File: config.mk
export PLATFORM = sky130hd
export DESIGN_NAME = lpi_best_scan
export DESIGN_NICKNAME = d
export VERILOG_FILES = /design/src/rtl/lpi_scan_pkg.sv /design/src/rtl/lpi_range_calc.sv /design/src/rtl/lpi_prio_eval.sv /design/src/rtl/lpi_best_scan.sv
export SDC_FILE = /design/constraint.sdc
export NUM_CORES = 1
export LEC_CHECK = 0
export BUFFER_PORTS_ARGS = -buffer_cell sky130_fd_sc_hd__clkbuf_2
export CAP_MARGIN = 20
export CORE_MARGIN = 4
export CORE_UTILIZATION = 55
export CTS_CLUSTER_DIAMETER = 60
export DETAILED_ROUTE_END_ITERATION = 7
export HOLD_SLACK_MARGIN = 0.05
export PLACE_DENSITY = 0.89
export SLEW_MARGIN = 20
export SYNTH_ARGS = -nofsm -noshare
export SYNTH_HDL_FRONTEND = slang
export SYNTH_SLANG_ARGS = --single-unit
File: constraint.sdc
create_clock -name clk -period 3.9 [get_ports clk]
set_clock_uncertainty 0.1 [all_clocks]
set_input_delay 0.78 -clock clk [delete_from_list [all_inputs] [get_ports clk]]
set_output_delay 0.78 -clock clk [all_outputs]
set_load 0.005 [all_outputs]
File: src/rtl/lpi_scan_pkg.sv
package lpi_scan_pkg;
    localparam int FIRST_ID = 8192;

    typedef enum logic [2:0] {
        S_IDLE,
        S_PREQ,
        S_PWAIT,
        S_BITS,
        S_CREQ,
        S_CWAIT,
        S_DONE
    } scan_st_e;
endpackage

File: src/rtl/lpi_range_calc.sv
module lpi_range_calc #(
    parameter int MAX_IDBITS = 13,
    parameter int IDW        = MAX_IDBITS + 1,
    parameter int BW         = IDW - 2
) (
    input  logic [4:0]     id_bits,
    input  logic [IDW-1:0] cmp_id,
    output logic [BW-1:0]  lim_byte,
    output logic           id_ok
);
    import lpi_scan_pkg::*;

    int eff;
    int size;

    always_comb begin
        eff      = (int'(id_bits) > MAX_IDBITS) ? MAX_IDBITS : int'(id_bits);
        size     = 1 << (eff + 1);
        lim_byte = BW'(size / 8);
        id_ok    = (int'(cmp_id) >= FIRST_ID) && (int'(cmp_id) < size);
    end
endmodule

File: src/rtl/lpi_prio_eval.sv
module lpi_prio_eval #(
    parameter int IDW = 14
) (
    input  logic [7:0]     cfg,
    input  logic           sec_dis,
    input  logic [IDW-1:0] cand_id,
    input  logic [IDW-1:0] best_id,
    input  logic [7:0]     best_prio,
    output logic [7:0]     eff_prio,
    output logic           take
);
    always_comb begin
        if (sec_dis) eff_prio = {cfg[7:2], 2'b00};
        else         eff_prio = {1'b1, cfg[7:2], 1'b0};
        take = cfg[0] && ((eff_prio < best_prio) ||
                          ((eff_prio == best_prio) && (cand_id <= best_id)));
    end
endmodule

File: src/rtl/lpi_best_scan.sv
module lpi_best_scan #(
    parameter int AW         = 32,
    parameter int MAX_IDBITS = 13,
    parameter int IDW        = MAX_IDBITS + 1
) (
    input  logic           clk,
    input  logic           rst_n,
    input  logic           start,
    input  logic           cmp_mode,
    input  logic [IDW-1:0] cmp_id,
    input  logic [AW-1:0]  pend_base,
    input  logic [AW-1:0]  cfg_base,
    input  logic [4:0]     id_bits,
    input  logic           sec_dis,
    output logic           rd_req,
    output logic [AW-1:0]  rd_addr,
    input  logic           rd_rsp_vld,
    input  logic [7:0]     rd_rsp_data,
    output logic           busy,
    output logic           done,
    output logic [IDW-1:0] best_id,
    output logic [7:0]     best_prio
);
    import lpi_scan_pkg::*;

    localparam int BW         = IDW - 2;
    localparam int FIRST_BYTE = FIRST_ID / 8;

    typedef struct packed {
        scan_st_e       st;
        logic           cmp;
        logic           sec;
        logic [AW-1:0]  pbase;
        logic [AW-1:0]  cbase;
        logic [BW-1:0]  lim;
        logic [BW-1:0]  idx;
        logic [7:0]     pend;
        logic [2:0]     bitn;
        logic [IDW-1:0] cand;
        logic [IDW-1:0] best_id;
        logic [7:0]     best_prio;
    } scan_state_t;

    scan_state_t q, d;

    logic [BW-1:0] lim_w;
    logic          id_ok_w;
    logic [7:0]    eff_prio_w;
    logic          take_w;

    lpi_range_calc #(.MAX_IDBITS(MAX_IDBITS), .IDW(IDW), .BW(BW)) u_range (
        .id_bits  (id_bits),
        .cmp_id   (cmp_id),
        .lim_byte (lim_w),
        .id_ok    (id_ok_w)
    );

    lpi_prio_eval #(.IDW(IDW)) u_eval (
        .cfg       (rd_rsp_data),
        .sec_dis   (q.sec),
        .cand_id   (q.cand),
        .best_id   (q.best_id),
        .best_prio (q.best_prio),
        .eff_prio  (eff_prio_w),
        .take      (take_w)
    );

    // step to next pending bit or next pending byte
    scan_st_e      adv_st;
    logic [BW-1:0] adv_idx;
    logic [2:0]    adv_bit;

    always_comb begin
        adv_idx = q.idx;
        adv_bit = q.bitn + 3'd1;
        adv_st  = S_BITS;
        if (q.bitn == 3'd7) begin
            adv_idx = q.idx + BW'(1);
            adv_st  = (adv_idx >= q.lim) ? S_DONE : S_PREQ;
        end
    end

    always_comb begin
        d = q;
        unique case (q.st)
            S_IDLE: begin
                if (start) begin
                    d.cmp   = cmp_mode;
                    d.sec   = sec_dis;
                    d.pbase = pend_base;
                    d.cbase = cfg_base;
                    d.lim   = lim_w;
                    if (cmp_mode) begin
                        d.cand = cmp_id;
                        d.st   = id_ok_w ? S_CREQ : S_DONE;
                    end else begin
                        d.best_prio = 8'hFF;
                        d.best_id   = '1;
                        d.idx       = BW'(FIRST_BYTE);
                        d.st        = (BW'(FIRST_BYTE) >= lim_w) ? S_DONE : S_PREQ;
                    end
                end
            end
            S_PREQ:  d.st = S_PWAIT;
            S_PWAIT: begin
                if (rd_rsp_vld) begin
                    d.pend = rd_rsp_data;
                    d.bitn = 3'd0;
                    d.st   = S_BITS;
                end
            end
            S_BITS: begin
                if (q.pend[q.bitn]) begin
                    d.cand = {q.idx[IDW-4:0], q.bitn};
                    d.st   = S_CREQ;
                end else begin
                    d.idx  = adv_idx;
                    d.bitn = adv_bit;
                    d.st   = adv_st;
                end
            end
            S_CREQ:  d.st = S_CWAIT;
            S_CWAIT: begin
                if (rd_rsp_vld) begin
                    if (take_w) begin
                        d.best_prio = eff_prio_w;
                        d.best_id   = q.cand;
                    end
                    if (q.cmp) begin
                        d.st = S_DONE;
                    end else begin
                        d.idx  = adv_idx;
                        d.bitn = adv_bit;
                        d.st   = adv_st;
                    end
                end
            end
            S_DONE:  d.st = S_IDLE;
            default: d.st = S_IDLE;
        endcase
    end

    always_ff @(posedge clk) begin
        if (!rst_n) begin
            q           <= '0;
            q.st        <= S_IDLE;
            q.best_prio <= 8'hFF;
            q.best_id   <= '1;
        end else begin
            q <= d;
        end
    end

    always_comb begin
        rd_req  = (q.st == S_PREQ) || (q.st == S_CREQ);
        rd_addr = (q.st == S_PREQ) ? (q.pbase + AW'(q.idx))
                                   : (q.cbase + AW'(q.cand) - AW'(FIRST_ID));
    end

    assign busy      = (q.st != S_IDLE);
    assign done      = (q.st == S_DONE);
    assign best_id   = q.best_id;
    assign best_prio = q.best_prio;

    // a request is never followed at once by another one
    p_one_req_r10: assert property (@(posedge clk) disable iff (!rst_n)
        rd_req |=> !rd_req);

    // latched settings do not move while an operation runs
    p_cfg_held_r10: assert property (@(posedge clk) disable iff (!rst_n)
        (q.st != S_IDLE) |=> ($stable(q.pbase) && $stable(q.cmp) && $stable(q.lim)));

    // any real priority has a clear LSB
    p_prio_lsb_r5: assert property (@(posedge clk) disable iff (!rst_n)
        (best_prio != 8'hFF) |-> !best_prio[0]);

    // secured full scan yields an MSB-set priority
    p_sec_msb_r5: assert property (@(posedge clk) disable iff (!rst_n)
        (done && !q.sec && !q.cmp && best_prio != 8'hFF) |-> best_prio[7]);

    // the held priority never worsens during an operation
    p_monotone_r6: assert property (@(posedge clk) disable iff (!rst_n)
        (q.st != S_IDLE) |=> (best_prio <= $past(best_prio)));

    // done lasts one cycle and is followed by idle
    p_done_pulse_r11: assert property (@(posedge clk) disable iff (!rst_n)
        done |=> (!done && !busy));
endmodule

==> flow_metrics.py, run 1 <==
metrics = {
    "finish": {
        "design_area_um2": 12400,
        "n_antenna_cell": 0,
        "layout_commonest_cell": "nand2_1",
        "drive_above_1_share_pct": 23.1,
        "layout_common_cells": "nand2_1, clkbuf_2, a21oi_1, dfxtp_1, nor2_1",
        "syn_to_final_growth_pct": 21.8,
        "fin_cells": 1705,
        "final_nets": 1669,
    },
    "place": {
        "dpl-instance-area_um2": 11100,
        "place_inst": 1647,
        "dpl_worst_slack_ns": 0.00593,
        "dp_hpwl_mm": 21.7,
        "port_buffers": 153,
        "place_congestion": 0.947,
    },
    "worst_setup_path": {
        "startpoint_type": "register",
        "worstPathRequired_ns": 3.02,
        "crit_path_end_kind": "primary output",
        "crit_top_cell": "a21oi_1",
        "worstReg2RegStart": "q[47]$_SDFFE_PN0P_",
        "crit_start": "q[94]$_SDFFE_PN0P_",
        "worstPathMaxFanout": 6,
        "crit_arrival_ns": 3.44,
        "path_class": "reg -> out",
        "r2r_end": "q[139]$_SDFFE_PN0P_",
        "r2r_setup_slack_ns": 0.47,
        "worst_path_max_delay_cell": "a21oi_1",
        "crit_path_cell_trace": "inv_1, ha_1, a21oi_1, o21bai_1, a21oi_1, o32ai_4, buf_4, and4_1, nor4_2, buf_2",
        "slowest_delay_ns": 0.63,
        "reg2regPathDepth": 14,
    },
    "floorplanning": {
        "fp.coreArea_um2": 18100,
        "rows": 49,
        "dieHeight_um": 144,
        "start_util_pct": 56.3,
        "dieWidth_um": 144,
        "die_area_um2": 20800,
        "ios": 154,
    },
    "logic_synthesis": {
        "synth.area.top_cells": "dfxtp_1, ha_1, nand2_1",
        "syn_area_per_cell_um2": 7.71,
        "synthFlopType": "dfxtp_1",
        "netlist_area_um2": 10200,
        "synthCells": 1326,
        "async_flop_share_pct": 0,
        "ys_types": 76,
        "synth_edf_count": 0,
        "ys_warn_count": 0,
        "syn-num-nets": 1532,
        "ys_seq_elements": 140,
        "yosysTopAreaCellShare_pct": 27.4,
        "ys_seq_area_share_pct": 27.4,
        "synth_top_cell_by_area": "dfxtp_1",
    },
    "status": {
        "violations": "negative setup slack",
        "status": "finished, violations left",
    },
    "sta": {
        "rsz0062_at_grt": "true",
        "period_minus_slack_ns": 4.32,
        "slew_violations": 0,
        "maxSlewHeadroom_pct": 18.4,
        "hold_violations": 0,
        "setup_viol": 17,
        "max_freq_mhz": 231,
        "fin_ws_ns": -0.420,
        "min_period_over_period_pct": 111,
        "hold_slack_ns": 0.353,
        "worstMarginPinSlew_ns": 1.21,
    },
    "clock_network": {
        "cts_root_buf": "clkbuf_16",
        "cts_sinks": 140,
        "cts_buffers": 17,
        "clockBufferDepth": 2,
        "cts_tree": "yes",
        "htreeDepth": 4,
        "worstSkewPairLatency_ns": 0.44,
        "clk_pin_slew_ns": 0.06,
    },
    "pwr": {
        "leakage_nw": 5.67,
        "peakVddDrop_mv": 0.308,
        "powerDensity_nw_per_um2": 472,
    },
    "drt": {
        "totalWireLength_mm": 34.2,
        "vias": 10707,
        "ant_nets": 0,
        "drc": 0,
        "drtIter0Drc": 1461,
        "dr.pass1.iters": 6,
        "via_per_inst": 6.28,
        "avgRoutedWirePerCell_um": 20.0,
    },
    "hold_path": {
        "hold_path_depth": 2,
        "hold_start": "q[64]$_SDFFE_PN0P_",
        "hold-path-endpoint": "q[64]$_SDFFE_PN0P_",
        "hold_class": "reg -> reg",
    },
    "global_route": {
        "grt_use_total_pct": 29.5,
        "grt-ovfl-total": 0,
        "antenna_found_initial": 1,
        "grt_max_degree": 78,
        "grt_first_pass_wirelength_mm": 49.1,
        "grt_pass1_vias": 9874,
    },
    "job": {
        "max_cap_viol_count": 0,
    },
}
## per-stage QoR
step	utilization, %	TNS [ns]	total power [mW]
global placement	61.1	0	3.61
CTS	67.2	-0.700	5.59
floorplan	-	0	3.03
global route	68.6	-3.34	6.12
detailed placement	61.1	0	3.67
finish	68.6	-2.33	5.88
## cell type report
class / instances / area [um2]
multi-input cells: 1024 / 7220
clock buffers: 20 / 457
repair buffers: 204 / 1180
fillers: 1286 / 5700
flip-flops and latches: 140 / 2840
clock inverters: 12 / 185
inverters: 76 / 285
well taps: 229 / 287
## critical path, delay by kind of cell (launching register included)
family | cells | cell delay, ns
AO/OA/AOI/OAI | 4 | 1.41
adder cells (fa/ha/maj) | 1 | 0.38
buffers and inverters | 3 | 0.45
flip-flops | 1 | 0.39
AND/OR/NAND/NOR | 2 | 0.39
## flip-flops by register name, summed over array words and instances, names as in the netlist
| register | cells |
|---|---|
| q | 118 |
| best_id | 14 |
| best_prio | 8 |
## cell usage after synthesis, types with 14 or more instances
library cell	n
nand2_1	220
dfxtp_1	140
a21oi_1	134
nor2_1	114
ha_1	107
inv_1	75
clkbuf_1	56
mux2i_1	46
o21ai_0	43
xor2_1	32
xnor2_1	28
a21o_1	26
buf_4	24
nand3_1	21
nand4_1	17
nand2b_1	16
o21a_1	16
a211oi_1	15
nor2b_1	14
## layer usage
layer | track usage, % | vias to the layer above | wire (um)
li1 | - | 4862 | -
met1 | 37.0 | 4938 | 13100
met2 | 49.0 | 724 | 15500
met3 | 6.38 | 181 | 3390
met4 | 12.7 | 2 | 2190
met5 | 0 | - | 17
## power by group
group / total, mW / switching [mW] / internal, mW
logic: 2.34 / 1.36 / 0.974
registers: 1.74 / 0.159 / 1.58
clock network: 1.80 / 0.690 / 1.11
## repair_timing
| item | in CTS | in global routing |
|---|---|---|
| gates cloned | 0 | 0 |
| hold buffers | 0 | 0 |
| pin swaps | 35 | 20 |
| setup endpoints to repair | 19 | 22 |
| setup buffers | 17 | 10 |
| resized for setup | 67 | 49 |
## cell families after synthesis
family          after synthesis  synth area share, %
other cells                   1               0.0367
simple gates                474                 20.9
buf+inv                     162                 6.87
flops                       140                 27.4
mux                          55                 5.83
fa+ha+maj                   109                 13.5
xor+xnor                     60                 5.14
compound gates              325                 20.3
## worst max-delay path by stage
stage / endpoint / slack, ns / cells past startpoint
6_report: rd_addr[30] / -0.42 / 10
5_1_grt: rd_addr[30] / -0.44 / 10
4_1_cts: rd_addr[29] / -0.17 / 12
3_5_place_dp: rd_addr[29] / 0.006 / 12
3_3_place_gp: rd_addr[29] / 0.12 / 12
2_1_floorplan: rd_addr[29] / 0.29 / 11
No activity file was read; power rests on OpenSTA's default activity.
==> run 2, diff against run 1 <==
--- a/config.mk
+++ b/config.mk
@@ -11,8 +11,10 @@
 export CORE_UTILIZATION = 55
 export CTS_CLUSTER_DIAMETER = 60
 export DETAILED_ROUTE_END_ITERATION = 7
+export GPL_ROUTABILITY_DRIVEN = 0
 export HOLD_SLACK_MARGIN = 0.05
 export PLACE_DENSITY = 0.89
+export RECOVER_POWER = 50
 export SLEW_MARGIN = 20
 export SYNTH_ARGS = -nofsm -noshare
 export SYNTH_HDL_FRONTEND = slang
==> run 2 against run 1 <==
  * The run ends with max-capacitance violations, max-slew violations, negative setup slack left
  * Fmax increased by 4.0%
  * Critical path depth grew 2
  * Clock power about the same
  * Flip-flop and latch count stayed put
  * Critical path type unchanged
  * Critical endpoint is now rd_addr[16]
==> flow_metrics.py, run 2 (synthesis gave the netlist of run 1 again) <==
metrics = {
    "worst_setup_path": {
        "r2r_end": "q[34]$_SDFFE_PN0P_",
        "critPathCapture": "rd_addr[16]",
        "startpoint_type": "register",
        "cp_num_cells": 12,
        "cp_top_family": "compound AO/OA/AOI/OAI gates",
        "worstPathRequired_ns": 3.02,
        "path_class": "reg -> out",
        "crit_start": "q[30]$_SDFFE_PN0P_",
        "worst_path_max_delay_cell": "nor4_1",
        "r2r_setup_slack_ns": 0.06,
        "crit_buf_inv": 2,
        "worstPathMaxFanout": 4,
        "crit_path_cell_trace": "ha_1, ha_2, a21o_1, nor4_1, o21ai_2, nand3_4, buf_4, o21ai_1, a221oi_2, xor2_1, mux2i_1, clkbuf_2",
        "reg2regPathDepth": 7,
        "worstReg2RegStart": "q[137]$_SDFFE_PN0P_",
        "slowest_delay_ns": 0.37,
        "crit_arrival_ns": 3.27,
        "crit_path_end_kind": "primary output",
    },
    "pwr": {
        "leakage_nw": 5.57,
        "powerDensity_nw_per_um2": 470,
        "seqPwrFrac_pct": 30.0,
        "swShare_pct": 37.3,
        "power_frac_clock_pct": 30.7,
        "p_int_mw": 3.63,
        "peakVddDrop_mv": 0.295,
        "p_comb_share_pct": 39.3,
        "power_mw": 5.78,
        "switchingPower_mw": 2.15,
    },
    "clock_network": {
        "cts_sinks": 140,
        "htreeDepth": 4,
        "cts_tree": "yes",
        "clockBufferDepth": 2,
        "clk_pin_slew_ns": 0.07,
        "cts_root_buf": "clkbuf_16",
        "worstSkewPairLatency_ns": 0.44,
        "cts_buffers": 17,
    },
    "sta": {
        "rsz0062_at_grt": "true",
        "fin_tns_setup_ns": -2.88,
        "fin_ws_ns": -0.252,
        "slew_violations": 170,
        "min_period_over_period_pct": 106,
        "worstMarginPinSlew_ns": 1.65,
        "period_minus_slack_ns": 4.15,
        "setup_viol": 19,
        "max_freq_mhz": 241,
        "maxSlewHeadroom_pct": -10.0,
        "hold_violations": 0,
        "hold_slack_ns": 0.353,
    },
    "floorplanning": {
        "rows": 49,
        "die_area_um2": 20800,
        "dieHeight_um": 144,
        "fp.coreArea_um2": 18100,
        "ios": 154,
        "dieWidth_um": 144,
        "start_util_pct": 56.3,
    },
    "finish": {
        "max_flop_register": "q",
        "drive_above_1_share_pct": 21.2,
        "syn_to_final_growth_pct": 20.2,
        "multi_input_area_um2": 7180,
        "layout_common_cells": "nand2_1, clkbuf_2, dfxtp_1, a21oi_1, nor2_1",
        "largest_register_ffs": 118,
        "reg_top3": "q x118, best_id x14, best_prio x8",
        "regArea_um2": 2830,
        "fin_cells": 1700,
        "n_antenna_cell": 0,
        "layout_commonest_cell": "nand2_1",
        "n_fill_cell": 1309,
        "design_area_um2": 12300,
        "finalCoreUtilization_pct": 67.7,
        "final_nets": 1664,
    },
    "place": {
        "dpl_worst_slack_ns": 0.0112,
        "dp_hpwl_mm": 21.4,
        "port_buffers": 153,
        "dpl-instance-area_um2": 11000,
        "place_inst": 1644,
    },
    "job": {
        "max_cap_viol_count": 3,
    },
    "drt": {
        "dr.pass1.iters": 6,
        "vias": 10708,
        "via_per_inst": 6.30,
        "drc": 0,
        "ant_nets": 0,
        "totalWireLength_mm": 33.1,
        "drtIter0Drc": 1418,
        "avgRoutedWirePerCell_um": 19.5,
    },
    "global_route": {
        "grt_use_total_pct": 30.0,
        "grt-ovfl-total": 0,
        "grt_max_degree": 83,
        "antenna_found_initial": 0,
        "grt_first_pass_wirelength_mm": 50.0,
        "grt_pass1_vias": 10168,
    },
    "status": {
        "status": "finished, violations left",
        "violations": "max-capacitance violations, max-slew violations, negative setup slack",
    },
    "hold_path": {
        "hold_class": "reg -> reg",
    },
}
run 2: cell types whose count changed in the layout (fill, tap and decap cells not counted), sizes merged:
cell	change
inv	-1
clkinv	+1
bufinv	-1
buf	-11
clkbuf	+9
clkinvlp	-2
run 2: per-layer routing:
metal	global-route usage, %	vias up	wire (um)
met5	0	-	0
met4	14.6	0	1940
met3	8.17	203	3380
met2	48.3	686	15300
met1	37.2	4956	12500
li1	-	4863	-
run 2: area by class of cell:
type                            instances  area share (%)
Clock inverter                          9            1.08
Timing Repair Buffer                  199            8.74
Clock buffer                           23            4.05
Inverter                               76            2.32
Tap cell                              229            2.33
Sequential cell                       140            23.0
Multi-Input combinational cell       1024            58.5
run 2: what timing repair did:
| action | in CTS | in global routing |
|---|---|---|
| gates resized for setup | 73 | 32 |
| setup buffers | 14 | 10 |
| pin swaps | 38 | 18 |
| endpoints found under the setup margin | 21 | 23 |
| cloned | 0 | 0 |
| hold buffers | 0 | 0 |
run 2: power by group through the flow:
stage | combinational, mW | sequential, mW | clock (mW)
2_1_floorplan | 1.34 | 1.69 | 0
3_3_place_gp | 1.86 | 1.73 | 0
3_5_place_dp | 1.91 | 1.74 | 0
4_1_cts | 2.08 | 1.72 | 1.75
5_1_grt | 2.44 | 1.74 | 1.83
6_report | 2.27 | 1.73 | 1.77
run 2: worst register-to-register path: cells and delay by family, from the launching register on:
kind	cells	cell delay, ns
buffers and inverters	3	1.28
AO/OA/AOI/OAI	2	1.67
AND/OR/NAND/NOR	2	0.29
flip-flops	1	0.34
run 2: worst min path at each step:
stage,startpoint,to,slack (ns),cells after the start
3_3_place_gp,q[67]$_SDFFE_PN0P_,q[67]$_SDFFE_PN0P_,0.34,2
2_1_floorplan,q[128]$_SDFFE_PN0P_,q[128]$_SDFFE_PN0P_,0.34,2
4_1_cts,q[63]$_SDFFE_PN0P_,q[63]$_SDFFE_PN0P_,0.36,2
3_5_place_dp,q[63]$_SDFFE_PN0P_,q[63]$_SDFFE_PN0P_,0.35,2
6_report,q[63]$_SDFFE_PN0P_,q[63]$_SDFFE_PN0P_,0.35,2
5_1_grt,q[84]$_SDFFE_PN0P_,q[84]$_SDFFE_PN0P_,0.37,2
==> run 3, diff against run 2 <==
--- a/config.mk
+++ b/config.mk
@@ -5,6 +5,7 @@
 export SDC_FILE = /design/constraint.sdc
 export NUM_CORES = 1
 export LEC_CHECK = 0
+export ABC_AREA = 1
 export BUFFER_PORTS_ARGS = -buffer_cell sky130_fd_sc_hd__clkbuf_2
 export CAP_MARGIN = 20
 export CORE_MARGIN = 4
@@ -12,6 +13,7 @@
 export CTS_CLUSTER_DIAMETER = 60
 export DETAILED_ROUTE_END_ITERATION = 7
 export GPL_ROUTABILITY_DRIVEN = 0
+export GPL_TIMING_DRIVEN = 0
 export HOLD_SLACK_MARGIN = 0.05
 export PLACE_DENSITY = 0.89
 export RECOVER_POWER = 50
==> run 3 against run 2 <==
  * The run ends with design-rule violations left
  * Worst setup slack gained 0.28 ns
  * Worst hold slack gained 0.019 ns
  * Highest routed layer unchanged
  * Cell area up 0.43%
==> flow_metrics.py, run 3 <==
metrics = {
    "status": {
        "status": "finished, violations left",
        "violations": "design-rule violations",
    },
    "drt": {
        "totalWireLength_mm": 33.7,
        "avgRoutedWirePerCell_um": 17.0,
        "drtIter0Drc": 1507,
        "dr.pass1.iters": 8,
        "ant_nets": 0,
        "vias": 11854,
        "drc": 2,
        "via_per_inst": 5.97,
    },
    "finish": {
        "finalCoreUtilization_pct": 66.0,
        "final_nets": 1943,
        "layout_commonest_cell": "nand2_1",
        "n_antenna_cell": 0,
        "largest_register_ffs": 118,
        "syn_to_final_growth_pct": 18.0,
        "layout_common_cells": "nand2_1, inv_1, a21oi_1, clkbuf_2, o21ai_0",
        "drive_above_1_share_pct": 17.4,
        "fin_cells": 1984,
        "reg_top3": "q x118, best_id x14, best_prio x8",
        "max_flop_register": "q",
    },
    "sta": {
        "period_minus_slack_ns": 3.88,
        "min_period_over_period_pct": 99.4,
        "fin_tns_setup_ns": 0,
        "hold_slack_ns": 0.373,
        "worstMarginPinSlew_ns": 0.807,
        "maxSlewHeadroom_pct": 46.2,
        "slew_violations": 0,
        "hold_violations": 0,
        "max_freq_mhz": 258,
        "setup_viol": 0,
    },
    "logic_synthesis": {
        "synth-xor-area-share_pct": 2.18,
        "yosys.area_share.adder_pct": 13.2,
        "synthFlopType": "dfxtp_1",
        "netlist_area_um2": 10500,
        "syn-num-nets": 1767,
        "ys_seq_elements": 140,
        "ys_seq_area_share_pct": 26.8,
        "yosys.area_share.simple_pct": 26.2,
        "syn_area_per_cell_um2": 6.70,
        "synth_top_cell_by_area": "dfxtp_1",
        "synth_edf_count": 0,
        "synth_common_cells": "nand2_1, a21oi_1, inv_1",
        "ys_warn_count": 0,
        "ys_types": 54,
        "synth_compound_area_share_pct": 20.9,
        "synth_top_family_by_area": "simple AND/OR/NAND/NOR gates",
        "synth.area.mux_share_pct": 0,
        "async_flop_share_pct": 0,
        "yosysTopAreaCellShare_pct": 26.8,
        "synth_most_common_cell": "nand2_1",
        "synth.area.top_cells": "dfxtp_1, ha_1, nand2_1",
        "synthCells": 1561,
    },
    "global_route": {
        "use_met3_pct": 5.82,
        "grt_use_met1_pct": 38.0,
        "grt_pass1_vias": 11046,
        "met2_usage_pct": 47.6,
        "grt_first_pass_wirelength_mm": 53.1,
        "grt-ovfl-total": 0,
        "antenna_found_initial": 0,
        "grt_max_degree": 17,
        "grt.busiest_layer": "met2",
        "grt_use_total_pct": 30.2,
    },
    "floorplanning": {
        "fp.coreArea_um2": 18700,
        "dieHeight_um": 146,
        "ios": 154,
        "rows": 50,
        "start_util_pct": 55.9,
        "die_area_um2": 21300,
        "dieWidth_um": 146,
    },
    "place": {
        "place_inst": 1947,
        "port_buffers": 152,
        "dp_hpwl_mm": 25.4,
    },
    "pwr": {
        "leakage_nw": 5.89,
        "peakVddDrop_mv": 0.373,
        "powerDensity_nw_per_um2": 750,
    },
    "clock_network": {
        "clockBufferDepth": 2,
        "cts_buffers": 17,
        "cts_hold_buf": 0,
        "cts_tree": "yes",
        "clk_pin_slew_ns": 0.06,
        "htreeDepth": 4,
        "cts_root_buf": "clkbuf_16",
        "worstSkewPairLatency_ns": 0.44,
        "cts_sinks": 140,
    },
    "worst_setup_path": {
        "startpoint_type": "register",
        "worstPathMaxFanout": 5,
        "worstPathRequired_ns": 3.02,
        "path_class": "reg -> out",
        "crit_arrival_ns": 3.00,
        "crit_path_end_kind": "primary output",
    },
    "job": {
        "max_cap_viol_count": 0,
    },
    "hold_path": {
        "hold_class": "reg -> reg",
    },
}
run 3: changes by cell type after synthesis, sizes merged, moves of 18 or more:
cell / change
nand2: +116
xnor2: -19
a21o: -19
mux2i: -47
clkbuf: -19
nand4: +27
a21oi: +56
or2: +18
o21ai: +100
inv: +108
nand3: +54
run 3: power breakdown:
part           internal [mW]  switching, mW  leakage [nW]
Clock                  0.999          0.675         0.295
Sequential              1.84          0.323          1.16
Combinational           1.95           3.47          4.44
run 3: critical path: stages (launching register included):
cell and delay [ns]:
dfxtp_2 0.35, ha_1 0.34, ha_4 0.31, nand2_1 0.09, nor2_1 0.13, nand2_1 0.08, o211ai_2 0.12, a21oi_2 0.11
o21ai_1 0.22, nand2_1 0.11, o21ai_1 0.19, or2_2 0.14, nand3_1 0.13, nand2_1 0.13, clkbuf_2 0.12
run 3: path summary, 6_finish.rpt:
path	startpoint	to	slack, ns	cells past startpoint
hold / removal	q[84]$_SDFFE_PN0P_	q[84]$_SDFFE_PN0P_	0.37	2
setup reg to reg	q[49]$_SDFFE_PN0P_	q[138]$_SDFFE_PN0P_	0.64	15
hold reg to reg	q[84]$_SDFFE_PN0P_	q[84]$_SDFFE_PN0P_	0.37	2
setup / recovery	q[28]$_SDFFE_PN0P_	rd_addr[24]	0.02	14
run 3: per-stage QoR:
step / worst slack, ns / power [mW] / cell area, um2
floorplan: 0.723 / 5.51 / 10500
global placement: 0.342 / 7.02 / 11500
detailed placement: 0.302 / 7.16 / 11500
CTS: 0.00107 / 8.94 / 12200
global route: -0.0345 / 9.89 / 12300
finish: 0.0235 / 9.26 / 12300
run 3: metal layers:
layer	wire length, um	share of wire (%)
met5	0	0
met4	2300	6.8
met3	3410	10
met2	14800	44
met1	13200	39
run 3: cell type report:
class | count | area, um2
Fill cell | 1508 | 6360
Sequential cell | 140 | 2820
Multi-Input combinational cell | 1158 | 6730
Clock inverter | 12 | 136
Buffer | 79 | 410
Tap cell | 234 | 293
Clock buffer | 20 | 467
Inverter | 184 | 691
Timing Repair Buffer | 157 | 796
run 3: timing repair:
item | in CTS | in global routing
gates cloned | 0 | 0
setup buffers | 1 | 4
pin swaps | 1 | 11
gates resized for setup | 11 | 51
setup endpoints to repair | 9 | 18
run 3: cell families after synthesis:
| logic type | count (synthesis) |
|---|---|
| AOI/OAI and AO/OA | 405 |
| xor gates and xnor gates | 26 |
| adders and majority gates | 109 |
| buffers and inverters | 263 |
| DFF | 140 |
| other | 1 |
| and+or+nand+nor | 617 |
